$ cat config.mk
export PLATFORM = sky130hd
export DESIGN_NAME = i2s_clkgen
export DESIGN_NICKNAME = d
export VERILOG_FILES = /design/src/rtl/i2s_clkgen_pkg.sv /design/src/rtl/i2s_cfg_lock.sv /design/src/rtl/i2s_bclk_div.sv /design/src/rtl/i2s_frame_div.sv /design/src/rtl/i2s_clkgen.sv
export SDC_FILE = /design/constraint.sdc
export NUM_CORES = 1
export LEC_CHECK = 0
export BUFFER_PORTS_ARGS = -buffer_cell sky130_fd_sc_hd__buf_2
export CORE_UTILIZATION = 45
export DETAILED_ROUTE_END_ITERATION = 6
export PLACE_DENSITY = 0.7
export SYNTH_ARGS = -nofsm -noshare
export SYNTH_HDL_FRONTEND = slang
export SYNTH_HIERARCHICAL = 1
export SYNTH_SLANG_ARGS = --single-unit
$ cat constraint.sdc
create_clock -name clk -period 5.6 [get_ports clk]
set_input_delay 0 -clock clk [delete_from_list [all_inputs] [get_ports clk]]
set_output_delay 0 -clock clk [all_outputs]
set_load 0.05 [all_outputs]
$ cat src/rtl/i2s_clkgen_pkg.sv
// Shared types for the I2S clock generator.
// Assumes an 8-bit control register; bit positions are fixed by ctl_t.
package i2s_clkgen_pkg;

    localparam int REG_W = 8;

    // Frame ratio codes held in the control register.
    typedef enum logic [1:0] {
        RATIO_MUTE = 2'b00,
        RATIO_32   = 2'b01,
        RATIO_64   = 2'b10,
        RATIO_128  = 2'b11
    } ratio_e;

    // Control register layout, MSB first.
    typedef struct packed {
        logic [3:0] spare;
        ratio_e     ratio;
        logic       slow;
        logic       en;
    } ctl_t;

endpackage

$ cat src/rtl/i2s_cfg_lock.sv
// Control register behind a key-then-write guard.
// Assumes a single writer; the armed state is lost on any write that is not the key.
module i2s_cfg_lock
    import i2s_clkgen_pkg::*;
#(
    parameter logic [REG_W-1:0] KEY = 8'hA5
) (
    input  logic             clk,
    input  logic             rst_n,
    input  logic             wr_i,
    input  logic             sel_i,
    input  logic [REG_W-1:0] wdata_i,
    output ctl_t             cfg_o,
    output logic             accept_o
);

    logic armed_q;
    ctl_t cfg_q;

    assign accept_o = wr_i && sel_i && armed_q;
    assign cfg_o    = cfg_q;

    // Arm on a key write and disarm on any other write.
    always_ff @(posedge clk) begin
        if (!rst_n)
            armed_q <= 1'b0;
        else if (wr_i)
            armed_q <= !sel_i && (wdata_i == KEY);
    end

    // Capture the control byte only when the guard allows it.
    always_ff @(posedge clk) begin
        if (!rst_n)
            cfg_q <= '0;
        else if (accept_o)
            cfg_q <= ctl_t'(wdata_i);
    end


    cfg_lock_chk: assert property (@(posedge clk) disable iff (!rst_n)
        (wr_i && !(sel_i && armed_q)) |=> $stable(cfg_q));


    cfg_take_chk: assert property (@(posedge clk) disable iff (!rst_n)
        accept_o |=> (cfg_q == $past(wdata_i)));

endmodule

$ cat src/rtl/i2s_bclk_div.sv
// Bit-clock divider: toggles its output every FAST_HALF or SLOW_HALF
// clock cycles. Assumes run_i drops for at least one cycle whenever slow_i changes.
module i2s_bclk_div #(
    parameter int FAST_HALF = 1,
    parameter int SLOW_HALF = 2
) (
    input  logic clk,
    input  logic rst_n,
    input  logic run_i,
    input  logic slow_i,
    output logic sclk_o,
    output logic fall_o
);

    localparam int CW = $clog2(SLOW_HALF + 1);

    logic [CW-1:0] cnt_q;
    logic [CW-1:0] last_w;
    logic          sclk_q;
    logic          wrap_w;

    assign last_w = slow_i ? CW'(SLOW_HALF - 1) : CW'(FAST_HALF - 1);
    assign wrap_w = (cnt_q == last_w);
    assign fall_o = run_i && wrap_w && sclk_q;
    assign sclk_o = sclk_q;

    // Count master cycles within a half period and flip the bit clock at the end.
    always_ff @(posedge clk) begin
        if (!rst_n || !run_i) begin
            cnt_q  <= '0;
            sclk_q <= 1'b0;
        end else if (wrap_w) begin
            cnt_q  <= '0;
            sclk_q <= ~sclk_q;
        end else begin
            cnt_q  <= cnt_q + 1'b1;
        end
    end


    sclk_idle_chk: assert property (@(posedge clk) disable iff (!rst_n)
        !run_i |=> !sclk_q);


    sclk_div2_chk: assert property (@(posedge clk) disable iff (!rst_n)
        (run_i && !slow_i) |=> (sclk_q != $past(sclk_q)));


    sclk_div4_chk: assert property (@(posedge clk) disable iff (!rst_n)
        (run_i && slow_i && (sclk_q != $past(sclk_q))) |=> $stable(sclk_q));

endmodule

$ cat src/rtl/i2s_frame_div.sv
// Frame-clock divider: counts bit-clock falling edges and flips the frame
// clock every half frame. Assumes fall_i is a one-cycle pulse per bit-clock fall.
module i2s_frame_div
    import i2s_clkgen_pkg::*;
#(
    parameter int BASE_HALF = 16
) (
    input  logic   clk,
    input  logic   rst_n,
    input  logic   run_i,
    input  logic   fall_i,
    input  ratio_e ratio_i,
    output logic   lrclk_o
);

    localparam int MAX_HALF = BASE_HALF * 4;
    localparam int FW       = $clog2(MAX_HALF);

    logic [FW-1:0] cnt_q;
    logic [FW-1:0] last_w;
    logic          lr_q;
    logic          active_w;

    assign active_w = run_i && (ratio_i != RATIO_MUTE);
    assign lrclk_o  = lr_q;

    // Pick the last bit count of a half frame from the ratio code.
    always_comb begin
        case (ratio_i)
            RATIO_64:  last_w = FW'(BASE_HALF * 2 - 1);
            RATIO_128: last_w = FW'(MAX_HALF - 1);
            default:   last_w = FW'(BASE_HALF - 1);
        endcase
    end

    // Advance on each bit-clock fall and flip the frame clock at a half frame.
    always_ff @(posedge clk) begin
        if (!rst_n || !active_w) begin
            cnt_q <= '0;
            lr_q  <= 1'b0;
        end else if (fall_i) begin
            if (cnt_q == last_w) begin
                cnt_q <= '0;
                lr_q  <= ~lr_q;
            end else begin
                cnt_q <= cnt_q + 1'b1;
            end
        end
    end


    lr_mute_chk: assert property (@(posedge clk) disable iff (!rst_n)
        !active_w |=> !lr_q);


    lr_on_fall_chk: assert property (@(posedge clk) disable iff (!rst_n)
        (active_w && !fall_i) |=> $stable(lr_q));

endmodule

$ cat src/rtl/i2s_clkgen.sv
// I2S bit- and frame-clock generator top. Runs entirely on the master clock
// and produces both clocks as registered levels. An accepted control write
// restarts both dividers.
module i2s_clkgen
    import i2s_clkgen_pkg::*;
#(
    parameter logic [7:0] KEY       = 8'hA5,
    parameter int         BASE_HALF = 16
) (
    input  logic       clk,
    input  logic       rst_n,
    input  logic       reg_wr,
    input  logic       reg_sel,
    input  logic [7:0] reg_wdata,
    output logic [7:0] reg_rdata,
    output logic       sclk_o,
    output logic       lrclk_o
);

    ctl_t cfg;
    logic accept;
    logic run;
    logic fall;

    assign run       = cfg.en && !accept;
    assign reg_rdata = cfg;

    i2s_cfg_lock #(.KEY(KEY)) u_lock (
        .clk      (clk),
        .rst_n    (rst_n),
        .wr_i     (reg_wr),
        .sel_i    (reg_sel),
        .wdata_i  (reg_wdata),
        .cfg_o    (cfg),
        .accept_o (accept)
    );

    i2s_bclk_div #(.FAST_HALF(1), .SLOW_HALF(2)) u_bclk (
        .clk    (clk),
        .rst_n  (rst_n),
        .run_i  (run),
        .slow_i (cfg.slow),
        .sclk_o (sclk_o),
        .fall_o (fall)
    );

    i2s_frame_div #(.BASE_HALF(BASE_HALF)) u_frame (
        .clk     (clk),
        .rst_n   (rst_n),
        .run_i   (run),
        .fall_i  (fall),
        .ratio_i (cfg.ratio),
        .lrclk_o (lrclk_o)
    );


    restart_chk: assert property (@(posedge clk) disable iff (!rst_n)
        accept |=> (!sclk_o && !lrclk_o));

endmodule

# Word-level counts from Yosys, hierarchy flattened
# Cells that the tools add are included.
# word_totals
ff_bits	19
latch_bits	0
ramBits	0
romBits	0
input_bits	12
out_inout_bits	10
mem_count	0
# op_classes
addsub	2
multipliers	0
div_mod_pow	0
magnitude_cmp	0
n_eq_ne	5
shift	0
n_mux	3
n_bitwise	2
n_reduce_logical	17
# op_table
operator	n
one-hot mux 6 bit (2 select lines)	1
equality test 8 bit (second input constant)	1
logical AND 1 bit	7
adder 6 x 1 -> 6 bit (second input constant)	1
equality test 6 bit	1
two-way mux 6 bit	1
logical NOT 1 bit	5
equality test 2 bit (second input constant)	2
adder 2 x 1 -> 2 bit (second input constant)	1
equality test 2 bit	1
logical OR 1 bit	2
NOT 1 bit	2
AND reduction 2 bit	1
nonzero test 2 bit	1
OR reduction 2 bit	1
two-way mux 1 bit	1

# Logic depth before layout (Yosys ltp)
# Gate-level depths: netlist of the first run.
# depth
word_depth	7
mapped_depth	8

# Hierarchy
# Netlist of the first run, hierarchy kept.
# modules_own_cells
module	instances	cells_per_inst	area_each_um2	seq_area_each_um2
i2s_cfg_lock	1	42	367.9	180.2
i2s_frame_div	1	36	345.3	140.1
i2s_bclk_div	1	14	120.1	60.1
i2s_clkgen	1	1	13.8	0.0

# Worst setup path before layout of the first run
# OpenSTA, ideal clock, no wires.
# synth_path
path_type	reg2reg
from	register u_lock.cfg_q, in the netlist u_lock/cfg_o[0]
to	register u_frame.lr_q (netlist: u_frame/lrclk_o)
setup_time_ps	121
t_arrival_ps	2242
path_slack_ps	3238
stages_incl_launch_ff	7
period_less_slack_ps	2362
path_cell_list	dfxtp_1 nor2b_4 nand2_1 nor3_1 nand4_1 nor4_4 mux2_2
# synth_via
elab_chain_cells	4
# synth_rtl
item	line	source
start: declaration	i2s_cfg_lock.sv:18	ctl_t cfg_q;
start signal: assignment	i2s_cfg_lock.sv:36	cfg_q <= ctl_t'(wdata_i);
logical AND 1 bit	i2s_clkgen.sv:25	assign run = cfg.en && !accept;
via run	i2s_clkgen.sv:22	logic run;
logical AND 1 bit (2 in a row)	i2s_bclk_div.sv:24	assign fall_o = run_i && wrap_w && sclk_q;
via fall	i2s_clkgen.sv:23	logic fall;
AND reduction 2 bit (no line)	--	
end signal: assignment	i2s_frame_div.sv:44	lr_q <= ~lr_q;
end: declaration	i2s_frame_div.sv:21	logic lr_q;
# The timed path passes the listed nets, and every way through them passes these cells.
# A chain may end at the register's enable or synchronous reset.

# Final worst setup path of the first run
# layout_path
from	register u_lock.armed_q
to	register u_frame.lr_q (netlist: u_frame/lrclk_o)
# layout_via
elab_chain_cells	6
# layout_rtl
item	line	source
start: declaration	i2s_cfg_lock.sv:17	logic armed_q;
start signal: assignment	i2s_cfg_lock.sv:28	armed_q <= !sel_i && (wdata_i == KEY);
logical AND 1 bit	i2s_cfg_lock.sv:20	assign accept_o = wr_i && sel_i && armed_q;
via accept	i2s_clkgen.sv:21	logic accept;
logical NOT 1 bit	i2s_clkgen.sv:25	
logical AND 1 bit	i2s_clkgen.sv:25	
via run	i2s_clkgen.sv:22	
logical AND 1 bit (2 in a row)	i2s_bclk_div.sv:24	
via fall	i2s_clkgen.sv:23	
AND reduction 2 bit (no line)	--	
# The timed path passes the listed nets, and every way through them passes these cells.

==> results_tabular.tex, run 1 <==
\begin{tabular}{lr}
\hline
Metric & Value \\
\hline
\multicolumn{2}{l}{\textbf{Clocking}} \\
\quad Number of levels in the clock H-tree & 1 \\
\quad TritonCTS clock tree & done \\
\quad Number of buffers added by the clock tree synthesis step & 3 \\
\quad Clock sinks & 19 \\
\quad Number of buffers inserted by post-CTS setup repair & 0 \\
\quad Skew-Pair Late Insertion Delay & 290 ps \\
\quad Clock-pin slew on the worst setup and hold paths & 100 ps \\
\quad Max Buffers Root-to-Sink & 2 \\
\quad Number of gates resized after CTS & 0 \\
\quad Clock root cell & clkbuf\_4 \\
\multicolumn{2}{l}{\textbf{Hold path}} \\
\quad Min-Delay Path Depth & 2 \\
\quad Hold-critical path endpoint & u\_lock/cfg\_o[0] \\
\quad Tightest Hold Check Type & primary input to flop \\
\quad Source of the worst hold timing path & rst\_n \\
\multicolumn{2}{l}{\textbf{Worst setup path}} \\
\quad CP startpoint kind & flop \\
\quad Count of buffer and inverter cells on the critical path & 1 \\
\quad Delay of the slowest cell on the worst path & 460 ps \\
\quad Launch point of the worst reg-to-reg path & u\_lock/armed\_q \\
\quad Reg2reg path depth & 8 \\
\quad Class of the most critical setup path & flop to flop \\
\quad Delay-heaviest family, CP & simple AND/OR/NAND/NOR gates \\
\quad Max stage delay cell, worst path & nor3\_1 \\
\quad Data arrival time of the critical path & 2680 ps \\
\quad Required time worst endpoint & 5780 ps \\
\quad Endpoint of the most critical register-to-register path & u\_frame/lrclk\_o \\
\quad Largest fanout of any net on the critical path & 9 \\
\quad R2r setup slk & 3100 ps \\
\quad Cells traversed along the worst timing path & nand3\_1 > inv\_2 > nor2b\_4 > nand2\_1 > nor3\_1 > nand4\_1 > nor4\_4 > mux2\_2 \\
\quad CP Capture Type & flop \\
\multicolumn{2}{l}{\textbf{Global routing}} \\
\quad Global-route usage over all layers & 0.201 \\
\quad Total overflow reported by the global router & 0 \\
\quad Maximum number of pins on one net before global-route repair & 13 \\
\quad Vias in the first global route & 665 \\
\quad Antenna violations before repair & 0 \\
\quad Wire length of the first global-routing pass & 2880 µm \\
\multicolumn{2}{l}{\textbf{Synthesis}} \\
\quad Synthesized area per cell & 9.11 µm² \\
\quad Cell count after synthesis & 93 \\
\quad Mux cell area share after synthesis & 0.0369 \\
\quad Dominant combinational cell family by area after synthesis & simple AND/OR/NAND/NOR gates \\
\quad Synth Cell Area & 847 µm² \\
\quad Sequential share of the synthesized area & 0.449 \\
\quad Top cells by area, synth & dfxtp\_1 (45\%), nand2\_1 (9.7\%), a21boi\_1 (7.1\%) \\
\quad Complex-gate fraction of the synthesized area & 0.151 \\
\quad Area share of fa/ha/maj cells after synthesis & 0.0148 \\
\quad Count of warnings emitted by yosys & 6 \\
\quad Post-synthesis share of cell area spent on xor and xnor gates & 0.0517 \\
\quad Net count after synthesis & 106 \\
\quad Count of flip-flops with a built-in enable after synthesis & 0 \\
\quad Predominant post-synthesis flop cell & dfxtp\_1 \\
\quad Cell type with the largest total area after synthesis & dfxtp\_1 \\
\quad Post-synth ARST share & 0 \\
\quad Area share of the largest cell type after synthesis & 0.449 \\
\quad Number of distinct standard cells referenced by the synthesized netlist & 28 \\
\quad Synthesized-area fraction occupied by and/or/nand/nor cells & 0.275 \\
\quad Flip-flop and latch count after synthesis & 19 \\
\multicolumn{2}{l}{\textbf{STA}} \\
\quad Maximum operating frequency & 0.400 GHz \\
\quad Ratio of final minimum period to clock period & 0.446 \\
\quad Hold violation total from the final report & 0 \\
\quad Final critical delay including setup and external delays & 2500 ps \\
\quad Max-slew violation count & 0 \\
\quad Final WS setup & 3100 ps \\
\quad Endpoints failing setup & 0 \\
\quad Setup TNS & 0 ps \\
\quad Worst slew slack as a fraction of its limit & 0.559 \\
\quad Fin Hold WS & 54.8 ps \\
\quad Final Skew & 6.52 ps \\
\quad Slew of the pin with the lowest slew margin & 658 ps \\
\quad RSZ-0062 raised after global routing & false \\
\multicolumn{2}{l}{\textbf{Placement}} \\
\quad Input/output buffers & 21 \\
\quad Standard cell area after detailed placement & 976 µm² \\
\quad Pre-CTS setup slack & 3110 ps \\
\quad Final RePlAce weighted congestion & 0.797 \\
\quad Estimated wirelength of the detail-placed design & 1200 µm \\
\multicolumn{2}{l}{\textbf{Layout}} \\
\quad Diodes inserted & 0 \\
\quad Syn-to-layout area delta & 29.0\% \\
\quad Final core utilization & 0.626 \\
\quad Fillers & 175 \\
\quad Commonest non-fill, non-tap cell in the layout & nand2\_1 \\
\quad Layout Nets & 140 \\
\quad Fraction of layout instances using a drive strength above 1 & 0.246 \\
\quad Most frequent cells in the layout & nand2\_1 (22), buf\_2 (21), dfxtp\_1 (19) \\
\quad Non-Filler Cell Area, Final & 0.00109 mm² \\
\multicolumn{2}{l}{\textbf{Floorplanning}} \\
\quad Horizontal extent of the die & 45.4 µm \\
\quad Initial cell density of the core & 0.485 \\
\quad Core Area & 0.00175 mm² \\
\quad Die footprint & 0.00206 mm² \\
\quad Die boundary height & 45.4 µm \\
\quad Top-level I/O count & 22 \\
\quad Standard-cell rows & 15 \\
\multicolumn{2}{l}{\textbf{Routing}} \\
\quad Detailed-route wire length on metal 1 & 803 µm \\
\quad Drt pass-1 iters & 4 \\
\quad Post-Route WL & 1780 µm \\
\quad Antenna viol nets, final & 0 \\
\quad Number of DRC violations after detailed routing & 0 \\
\quad Average via count per standard cell & 5.09 \\
\quad Routed WL per cell & 11.8 µm \\
\quad Total via count in the routed design & 768 \\
\quad Top routing layer used & met4 \\
\quad Routed met3 length & 52 µm \\
\quad Sum of met2 wire segment lengths after detailed routing & 912 µm \\
\quad Detailed router's first-iteration violation count & 20 \\
\multicolumn{2}{l}{\textbf{Run status}} \\
\quad Result of the run & complete, no violations \\
\multicolumn{2}{l}{\textbf{Power and ir drop}} \\
\quad Maximum ir drop on the vdd rail & 120 µV \\
\quad Leakage power total & 0.444 nW \\
\quad PwrDens & 195 mW/mm² \\
\multicolumn{2}{l}{\textbf{Flow run}} \\
\quad Total of max-cap violations & 0 \\
\hline
\end{tabular}
registers in the layout, summed over array words and instances, names as in the netlist:
name / flops
u_bclk/cnt_q: 2
u_bclk/sclk_o: 1
u_frame/cnt_q: 6
u_frame/lrclk_o: 1
u_lock/armed_q: 1
u_lock/cfg_o: 8
synthesized netlist by cell type, drive strengths merged (2+ instances only):
cell / count
o21ai: 2
nand4: 2
nand2: 22
a21boi: 9
dfxtp: 19
xor2: 4
or3: 3
mux2i: 2
a21oi: 2
nor2: 7
inv: 3
nor3: 4
power by group:
| group | total, mW | leakage [nW] | switching (mW) | internal (mW) |
|---|---|---|---|---|
| Clock | 0.0655 | 0.0150 | 0.0378 | 0.0276 |
| Sequential | 0.135 | 0.153 | 0.0000111 | 0.135 |
| Combinational | 0.0122 | 0.276 | 0.00450 | 0.00768 |
worst max-delay path by stage:
stage                          from  depth (start not counted)  slack (ps)               to
floorplan           u_lock/cfg_o[0]                          6        3240  u_frame/lrclk_o
global placement     u_lock/armed_q                          8        3180  u_frame/lrclk_o
detailed placement   u_lock/armed_q                          8        3110  u_frame/lrclk_o
CTS                  u_lock/armed_q                          8        3090  u_frame/lrclk_o
global route         u_lock/armed_q                          8        2900  u_frame/lrclk_o
finish               u_lock/armed_q                          8        3100  u_frame/lrclk_o
cells by family after synthesis:
group / count (synthesis)
xor+xnor: 5
flops: 19
buf+inv: 4
mux: 3
simple gates: 45
fa+ha+maj: 1
compound gates: 16
area by class of cell:
type	instances	area [µm²]	share of cell area
clock buffer	4	26.3	0.0241
inverter	3	11.3	0.0103
multi-input combinational	70	448	0.410
sequential	19	380	0.348
tap	25	31.3	0.0286
timing repair buffer	30	195	0.179
metrics by stage:
stage | instances | power (mW)
5_1_grt | 151 | 0.224
2_1_floorplan | 93 | 0.141
3_3_place_gp | 138 | 0.145
3_5_place_dp | 138 | 0.146
6_report | 151 | 0.213
4_1_cts | 151 | 0.217
layer usage:
layer	global-route usage	vias to the layer above
li1	-	391
met1	0.236	358
met2	0.343	17
met3	0.0476	2
met4	0.0909	0
met5	0	-
what timing repair did:
action / CTS / global route
hold buffers: 9 / 0
endpoints found under the hold margin: 9 / 0
setup endpoints to repair: 0 / 0
Note: power is estimated with default switching activity, not from simulation.
==> run 2, diff against run 1 <==
ABC_AREA = 1   (was default)
PLACE_DENSITY = 0.72   (was 0.7)
clock period = 2.2 ns   (was 5.6 ns; I/O delays follow)
==> results_tabular.tex, run 2 <==
\begin{tabular}{lr}
\hline
Metric & Value \\
\hline
\multicolumn{2}{l}{\textbf{Run status}} \\
\quad Result of the run & complete, no violations \\
\multicolumn{2}{l}{\textbf{Synthesis}} \\
\quad Mux cell area share after synthesis & 0.0122 \\
\quad Post-synth ARST share & 0 \\
\quad Area share of fa/ha/maj cells after synthesis & 0.0136 \\
\quad Post-synthesis share of cell area spent on xor and xnor gates & 0.0190 \\
\quad Count of flip-flops with a built-in enable after synthesis & 0 \\
\quad Predominant post-synthesis flop cell & dfxtp\_1 \\
\quad Top cells by area, synth & dfxtp\_1 (41\%), nand2\_1 (15\%), inv\_1 (8.5\%) \\
\quad Count of warnings emitted by yosys & 6 \\
\quad Synth Cell Area & 922 µm² \\
\quad Sequential share of the synthesized area & 0.412 \\
\quad Cell count after synthesis & 128 \\
\quad Synthesized-area fraction occupied by and/or/nand/nor cells & 0.350 \\
\quad Net count after synthesis & 141 \\
\quad Area share of the largest cell type after synthesis & 0.412 \\
\quad Most repeated cell in the gate-level netlist after synthesis & nand2\_1 \\
\quad Complex-gate fraction of the synthesized area & 0.0909 \\
\quad Cell type with the largest total area after synthesis & dfxtp\_1 \\
\quad Flip-flop and latch count after synthesis & 19 \\
\quad List of most frequent post-synthesis cells & nand2\_1 (38), inv\_1 (21), dfxtp\_1 (19) \\
\quad Dominant combinational cell family by area after synthesis & simple AND/OR/NAND/NOR gates \\
\quad Synthesized area per cell & 7.20 µm² \\
\quad Number of distinct standard cells referenced by the synthesized netlist & 23 \\
\multicolumn{2}{l}{\textbf{STA}} \\
\quad Slew of the pin with the lowest slew margin & 386 ps \\
\quad Setup TNS & 0 ps \\
\quad Final Skew & 11.9 ps \\
\quad Ratio of final minimum period to clock period & 0.831 \\
\quad Maximum operating frequency & 0.547 GHz \\
\quad Endpoints failing setup & 0 \\
\quad Hold violation total from the final report & 0 \\
\quad Worst slew slack as a fraction of its limit & 0.742 \\
\quad RSZ-0062 raised after global routing & false \\
\quad Max-slew violation count & 0 \\
\quad Final critical delay including setup and external delays & 1830 ps \\
\multicolumn{2}{l}{\textbf{Worst setup path}} \\
\quad Max stage delay cell, worst path & dlygate4sd3\_1 \\
\quad Launch point of the worst reg-to-reg path & u\_lock/armed\_q \\
\quad Data arrival time of the critical path & 2020 ps \\
\quad Largest fanout of any net on the critical path & 11 \\
\quad Delay-heaviest family, CP & simple AND/OR/NAND/NOR gates \\
\quad Required time worst endpoint & 2390 ps \\
\quad CP Capture Type & flop \\
\quad Cells traversed along the worst timing path & dlygate4sd3\_1 > buf\_2 > nand3\_4 > inv\_2 > nor2\_2 > inv\_1 > nor2\_1 > nand2\_2 > nor2\_4 > nand3\_2 > nand2\_1 > a21oi\_1 \\
\quad R2r setup slk & 430 ps \\
\quad Delay of the slowest cell on the worst path & 550 ps \\
\quad Endpoint of the most critical register-to-register path & u\_frame/cnt\_q[0] \\
\quad Number of logic stages on the critical path including buffering & 12 \\
\quad Class of the most critical setup path & primary input to flop \\
\quad Count of buffer and inverter cells on the critical path & 4 \\
\quad CP startpoint kind & primary input \\
\quad Reg2reg path depth & 10 \\
\multicolumn{2}{l}{\textbf{Placement}} \\
\quad Final RePlAce weighted congestion & 0.793 \\
\quad Input/output buffers & 21 \\
\quad Estimated wirelength of the detail-placed design & 1290 µm \\
\multicolumn{2}{l}{\textbf{Power and ir drop}} \\
\quad PwrDens & 469 mW/mm² \\
\quad Share of power burned in the clock network & 0.320 \\
\quad Share of total power consumed by net switching & 0.227 \\
\quad Proportion of power drawn by combinational gates & 0.063 \\
\quad Flop pwr share & 0.617 \\
\quad Cell-internal power & 0.431 mW \\
\quad Power dissipated by switching net loads & 0.126 mW \\
\quad Maximum ir drop on the vdd rail & 329 µV \\
\quad Leakage power total & 0.549 nW \\
\quad Overall power consumption & 0.557 mW \\
\multicolumn{2}{l}{\textbf{Hold path}} \\
\quad Hold-critical path endpoint & u\_lock/armed\_q \\
\quad Source of the worst hold timing path & reg\_wdata[4] \\
\quad Min-Delay Path Depth & 6 \\
\quad Tightest Hold Check Type & primary input to flop \\
\multicolumn{2}{l}{\textbf{Clocking}} \\
\quad Clock-pin slew on the worst setup and hold paths & 120 ps \\
\quad Skew-Pair Late Insertion Delay & 300 ps \\
\quad Number of levels in the clock H-tree & 1 \\
\quad Number of buffers inserted by post-CTS setup repair & 0 \\
\quad Clock root cell & clkbuf\_4 \\
\quad Clock sinks & 19 \\
\quad Max Buffers Root-to-Sink & 2 \\
\quad Number of buffers added by the clock tree synthesis step & 3 \\
\quad TritonCTS clock tree & done \\
\quad Number of hold buffers added after cts & 11 \\
\quad Number of gates resized after CTS & 0 \\
\multicolumn{2}{l}{\textbf{Global routing}} \\
\quad Wire length of the first global-routing pass & 2950 µm \\
\quad Global-route usage over all layers & 0.186 \\
\quad Total overflow reported by the global router & 0 \\
\quad Maximum number of pins on one net before global-route repair & 12 \\
\quad Antenna violations before repair & 0 \\
\quad Vias in the first global route & 729 \\
\multicolumn{2}{l}{\textbf{Routing}} \\
\quad Detailed router's first-iteration violation count & 21 \\
\quad Average via count per standard cell & 4.62 \\
\quad Drt pass-1 iters & 4 \\
\quad Antenna viol nets, final & 0 \\
\quad Post-Route WL & 1910 µm \\
\quad Routed WL per cell & 10.1 µm \\
\quad Total via count in the routed design & 877 \\
\quad Number of DRC violations after detailed routing & 0 \\
\multicolumn{2}{l}{\textbf{Layout}} \\
\quad Layout Nets & 177 \\
\quad Fraction of layout instances using a drive strength above 1 & 0.227 \\
\quad Commonest non-fill, non-tap cell in the layout & nand2\_1 \\
\quad Diodes inserted & 0 \\
\quad Syn-to-layout area delta & 28.8\% \\
\quad Most frequent cells in the layout & nand2\_1 (38), inv\_1 (21), buf\_2 (21) \\
\quad Flip-flop count of the largest register after layout & 8 \\
\multicolumn{2}{l}{\textbf{Floorplanning}} \\
\quad Die footprint & 0.00223 mm² \\
\quad Top-level I/O count & 22 \\
\quad Standard-cell rows & 16 \\
\quad Horizontal extent of the die & 47.3 µm \\
\quad Core Area & 0.00194 mm² \\
\quad Die boundary height & 47.3 µm \\
\quad Initial cell density of the core & 0.475 \\
\multicolumn{2}{l}{\textbf{Flow run}} \\
\quad Total of max-cap violations & 0 \\
\hline
\end{tabular}
run 2: changes by cell type after synthesis, moves of 4 or more:
cell,before,now
nor2_1,7,13
nor3_1,4,0
a21boi_1,8,0
nand2_1,22,38
inv_1,2,21
a21oi_1,2,13
run 2: cells by family after synthesis:
kind of cell	after synthesis
fa+ha+maj	1
flops	19
simple gates	66
mux	1
compound gates	16
xor+xnor	2
buf+inv	23
run 2: worst max-delay path by stage:
| stage | start | to | slack [ps] |
|---|---|---|---|
| 6_report | reg_wr | u_frame/cnt_q[0] | 370 |
| 4_1_cts | reg_wr | u_frame/cnt_q[0] | 420 |
| 2_1_floorplan | u_lock/cfg_o[1] | u_frame/cnt_q[0] | 380 |
| 3_5_place_dp | u_lock/armed_q | u_frame/cnt_q[0] | 470 |
| 5_1_grt | reg_wr | u_frame/cnt_q[0] | 230 |
| 3_3_place_gp | u_lock/armed_q | u_frame/cnt_q[4] | 570 |
run 2: final cells by class:
cell class                      instances  area (µm²)
Clock buffer                            3        22.5
Sequential cell                        19         380
Tap cell                               27        33.8
Inverter                               22        82.6
Clock inverter                          1        5.00
Multi-Input combinational cell         86         448
Timing Repair Buffer                   32         215
Fill cell                             180         754
run 2: layer usage:
metal | wire (µm) | global-route usage | up-vias
met3 | 75 | 0.0269 | 2
met5 | 0 | 0 | -
met1 | 882 | 0.232 | 391
li1 | - | - | 462
met2 | 946 | 0.321 | 22
met4 | 7 | 0.0686 | 0
run 2: worst register-to-register path, stage by stage (launching register included):
cell and delay [ps]:
dfxtp_1 350, nand3_4 100, inv_2 100, nor2_2 150, inv_1 50, nor2_1 310
nand2_2 170, nor2_4 160, nand3_2 120, nand2_1 110, a21oi_1 50
run 2: stage by stage:
stage | std cells | hold slack [ps] | worst slack, ps | area [µm²] | utilization
floorplan | 128 | 111 | 376 | 922 | -
global placement | 175 | 266 | 569 | 1050 | 0.541
detailed placement | 175 | 272 | 471 | 1050 | 0.541
CTS | 190 | 43.4 | 424 | 1190 | 0.611
global route | 190 | 107 | 230 | 1190 | 0.611
finish | 190 | 62.2 | 372 | 1190 | 0.611
run 2: power by group through the flow:
stage	registers, mW	clock network, mW	logic, mW
after floorplan	0.352	0	0.00585
after global placement	0.352	0	0.0199
after detailed placement	0.352	0	0.0208
after CTS	0.344	0.185	0.0327
after global routing	0.344	0.204	0.0375
final	0.344	0.178	0.0351
==> run 3, diff against run 2 <==
clock period = 1.6 ns   (was 2.2 ns; I/O delays follow)
==> results_tabular.tex, run 3 (synthesis gave the netlist of run 2 again) <==
\begin{tabular}{lr}
\hline
Metric & Value \\
\hline
\multicolumn{2}{l}{\textbf{Floorplanning}} \\
\quad Die footprint & 0.00223 mm² \\
\quad Top-level I/O count & 22 \\
\quad Horizontal extent of the die & 47.3 µm \\
\quad Core Area & 0.00194 mm² \\
\quad Die boundary height & 47.3 µm \\
\quad Standard-cell rows & 16 \\
\quad Initial cell density of the core & 0.475 \\
\multicolumn{2}{l}{\textbf{Routing}} \\
\quad Post-Route WL & 1880 µm \\
\quad Detailed-route wire length on metal 1 & 856 µm \\
\quad Antenna viol nets, final & 0 \\
\quad Sum of met2 wire segment lengths after detailed routing & 967 µm \\
\quad Top routing layer used & met4 \\
\quad Drt pass-1 iters & 4 \\
\quad Number of DRC violations after detailed routing & 0 \\
\quad Detailed router's first-iteration violation count & 21 \\
\quad Total via count in the routed design & 871 \\
\quad Average via count per standard cell & 4.51 \\
\quad Routed WL per cell & 9.76 µm \\
\quad Routed met3 length & 50 µm \\
\multicolumn{2}{l}{\textbf{Layout}} \\
\quad Layout Nets & 180 \\
\quad Fraction of layout instances using a drive strength above 1 & 0.277 \\
\quad Fillers & 174 \\
\quad Flip-flop count of the largest register after layout & 8 \\
\quad Commonest non-fill, non-tap cell in the layout & nand2\_1 \\
\quad Most frequent cells in the layout & nand2\_1 (37), inv\_1 (21), buf\_2 (21) \\
\quad Diodes inserted & 0 \\
\quad Syn-to-layout area delta & 34.6\% \\
\quad Post-layout instance count excluding filler cells & 193 \\
\multicolumn{2}{l}{\textbf{STA}} \\
\quad Max-slew violation count & 0 \\
\quad Worst slew slack as a fraction of its limit & 0.745 \\
\quad Final critical delay including setup and external delays & 1490 ps \\
\quad Slew of the pin with the lowest slew margin & 382 ps \\
\quad Ratio of final minimum period to clock period & 0.934 \\
\quad Final Skew & 4.53 ps \\
\quad Fin Hold WS & 84.2 ps \\
\quad Setup TNS & 0 ps \\
\quad Hold violation total from the final report & 0 \\
\quad Endpoints failing setup & 0 \\
\quad Maximum operating frequency & 0.669 GHz \\
\quad Final WS setup & 106 ps \\
\quad RSZ-0062 raised after global routing & false \\
\multicolumn{2}{l}{\textbf{Run status}} \\
\quad Result of the run & complete, no violations \\
\multicolumn{2}{l}{\textbf{Hold path}} \\
\quad Source of the worst hold timing path & reg\_wr \\
\quad Tightest Hold Check Type & primary input to flop \\
\quad Hold-critical path endpoint & u\_lock/armed\_q \\
\quad Min-Delay Path Depth & 5 \\
\multicolumn{2}{l}{\textbf{Worst setup path}} \\
\quad Delay of the slowest cell on the worst path & 570 ps \\
\quad Class of the most critical setup path & flop to flop \\
\quad Cells traversed along the worst timing path & nand3\_4 > inv\_2 > buf\_6 > o21ai\_2 > a21oi\_1 > dlygate4sd3\_1 \\
\quad Required time worst endpoint & 1840 ps \\
\quad Delay-heaviest family, CP & buffers and inverters \\
\quad Data arrival time of the critical path & 1730 ps \\
\quad CP startpoint kind & flop \\
\quad Count of buffer and inverter cells on the critical path & 3 \\
\quad R2r setup slk & 110 ps \\
\quad Reg2reg path depth & 6 \\
\quad Largest fanout of any net on the critical path & 10 \\
\quad CP Capture Type & flop \\
\quad Launch point of the worst reg-to-reg path & u\_lock/armed\_q \\
\quad Max stage delay cell, worst path & dlygate4sd3\_1 \\
\quad Endpoint of the most critical register-to-register path & u\_lock/cfg\_o[4] \\
\multicolumn{2}{l}{\textbf{Clocking}} \\
\quad Skew-Pair Late Insertion Delay & 290 ps \\
\quad Clock sinks & 19 \\
\quad Max Buffers Root-to-Sink & 2 \\
\quad Clock root cell & clkbuf\_4 \\
\quad Number of levels in the clock H-tree & 1 \\
\quad Clock-pin slew on the worst setup and hold paths & 110 ps \\
\quad Number of buffers added by the clock tree synthesis step & 3 \\
\quad TritonCTS clock tree & done \\
\multicolumn{2}{l}{\textbf{Placement}} \\
\quad Estimated wirelength of the detail-placed design & 1240 µm \\
\quad Post-placement cell count & 176 \\
\quad Final RePlAce weighted congestion & 0.763 \\
\quad Input/output buffers & 21 \\
\quad Pre-CTS setup slack & 50.7 ps \\
\multicolumn{2}{l}{\textbf{Power and ir drop}} \\
\quad Overall power consumption & 0.758 mW \\
\quad Leakage power total & 0.583 nW \\
\quad Maximum ir drop on the vdd rail & 504 µV \\
\quad PwrDens & 610 mW/mm² \\
\multicolumn{2}{l}{\textbf{Global routing}} \\
\quad Antenna violations before repair & 0 \\
\quad Global-route usage over all layers & 0.186 \\
\quad Vias in the first global route & 703 \\
\quad Maximum number of pins on one net before global-route repair & 11 \\
\quad Total overflow reported by the global router & 0 \\
\quad Wire length of the first global-routing pass & 2950 µm \\
\multicolumn{2}{l}{\textbf{Flow run}} \\
\quad Total of max-cap violations & 0 \\
\hline
\end{tabular}
==> run 3: layer usage <==
metal,global-route usage,vias up
met5,0,-
met4,0.0514,0
met3,0.0346,2
met2,0.282,15
met1,0.266,383
li1,-,471
==> run 3: worst max-delay path by stage <==
| stage | cells after the start | end | startpoint |
|---|---|---|---|
| final | 6 | u_lock/cfg_o[4] | u_lock/armed_q |
| after CTS | 10 | u_frame/cnt_q[4] | u_lock/armed_q |
| after floorplan | 9 | u_frame/cnt_q[0] | u_lock/cfg_o[1] |
| after global routing | 6 | u_lock/cfg_o[4] | u_lock/armed_q |
| after global placement | 10 | u_frame/cnt_q[0] | u_lock/armed_q |
| after detailed placement | 10 | u_frame/cnt_q[4] | u_lock/armed_q |
==> run 3: where the power goes <==
group	switching [mW]	total, mW	internal [mW]
clock network	0.141	0.238	0.0968
logic	0.0200	0.0469	0.0269
registers	0.0000459	0.473	0.473
==> run 3: layout make-up <==
cell class                      instances  area, µm²  area share
Multi-Input combinational cell         86        470       0.379
Tap cell                               27       33.8      0.0272
Timing Repair Buffer                   35        241       0.195
Sequential cell                        19        387       0.311
Inverter                               22       82.6      0.0665
Clock buffer                            4       26.3      0.0212
==> run 3: metrics by stage <==
stage / cell area, µm² / utilization
6_report: 1240 / 0.639
3_5_place_dp: 1060 / 0.548
5_1_grt: 1240 / 0.639
3_3_place_gp: 1060 / 0.548
4_1_cts: 1200 / 0.618
2_1_floorplan: 928 / -
==> run 3: repair_timing <==
| item | CTS | global route |
|---|---|---|
| endpoints found under the setup margin | 0 | 7 |
| setup buffers | 0 | 2 |
| resized for setup | 0 | 8 |
| endpoints found under the hold margin | 9 | 0 |
| hold buffers | 11 | 0 |
==> run 3: worst register-to-register path: stages, from the launching register on <==
cell and delay, ps:
dfxtp_2 360, nand3_4 100, inv_2 90, buf_6 140, o21ai_2 50, a21oi_1 130, dlygate4sd3_1 570
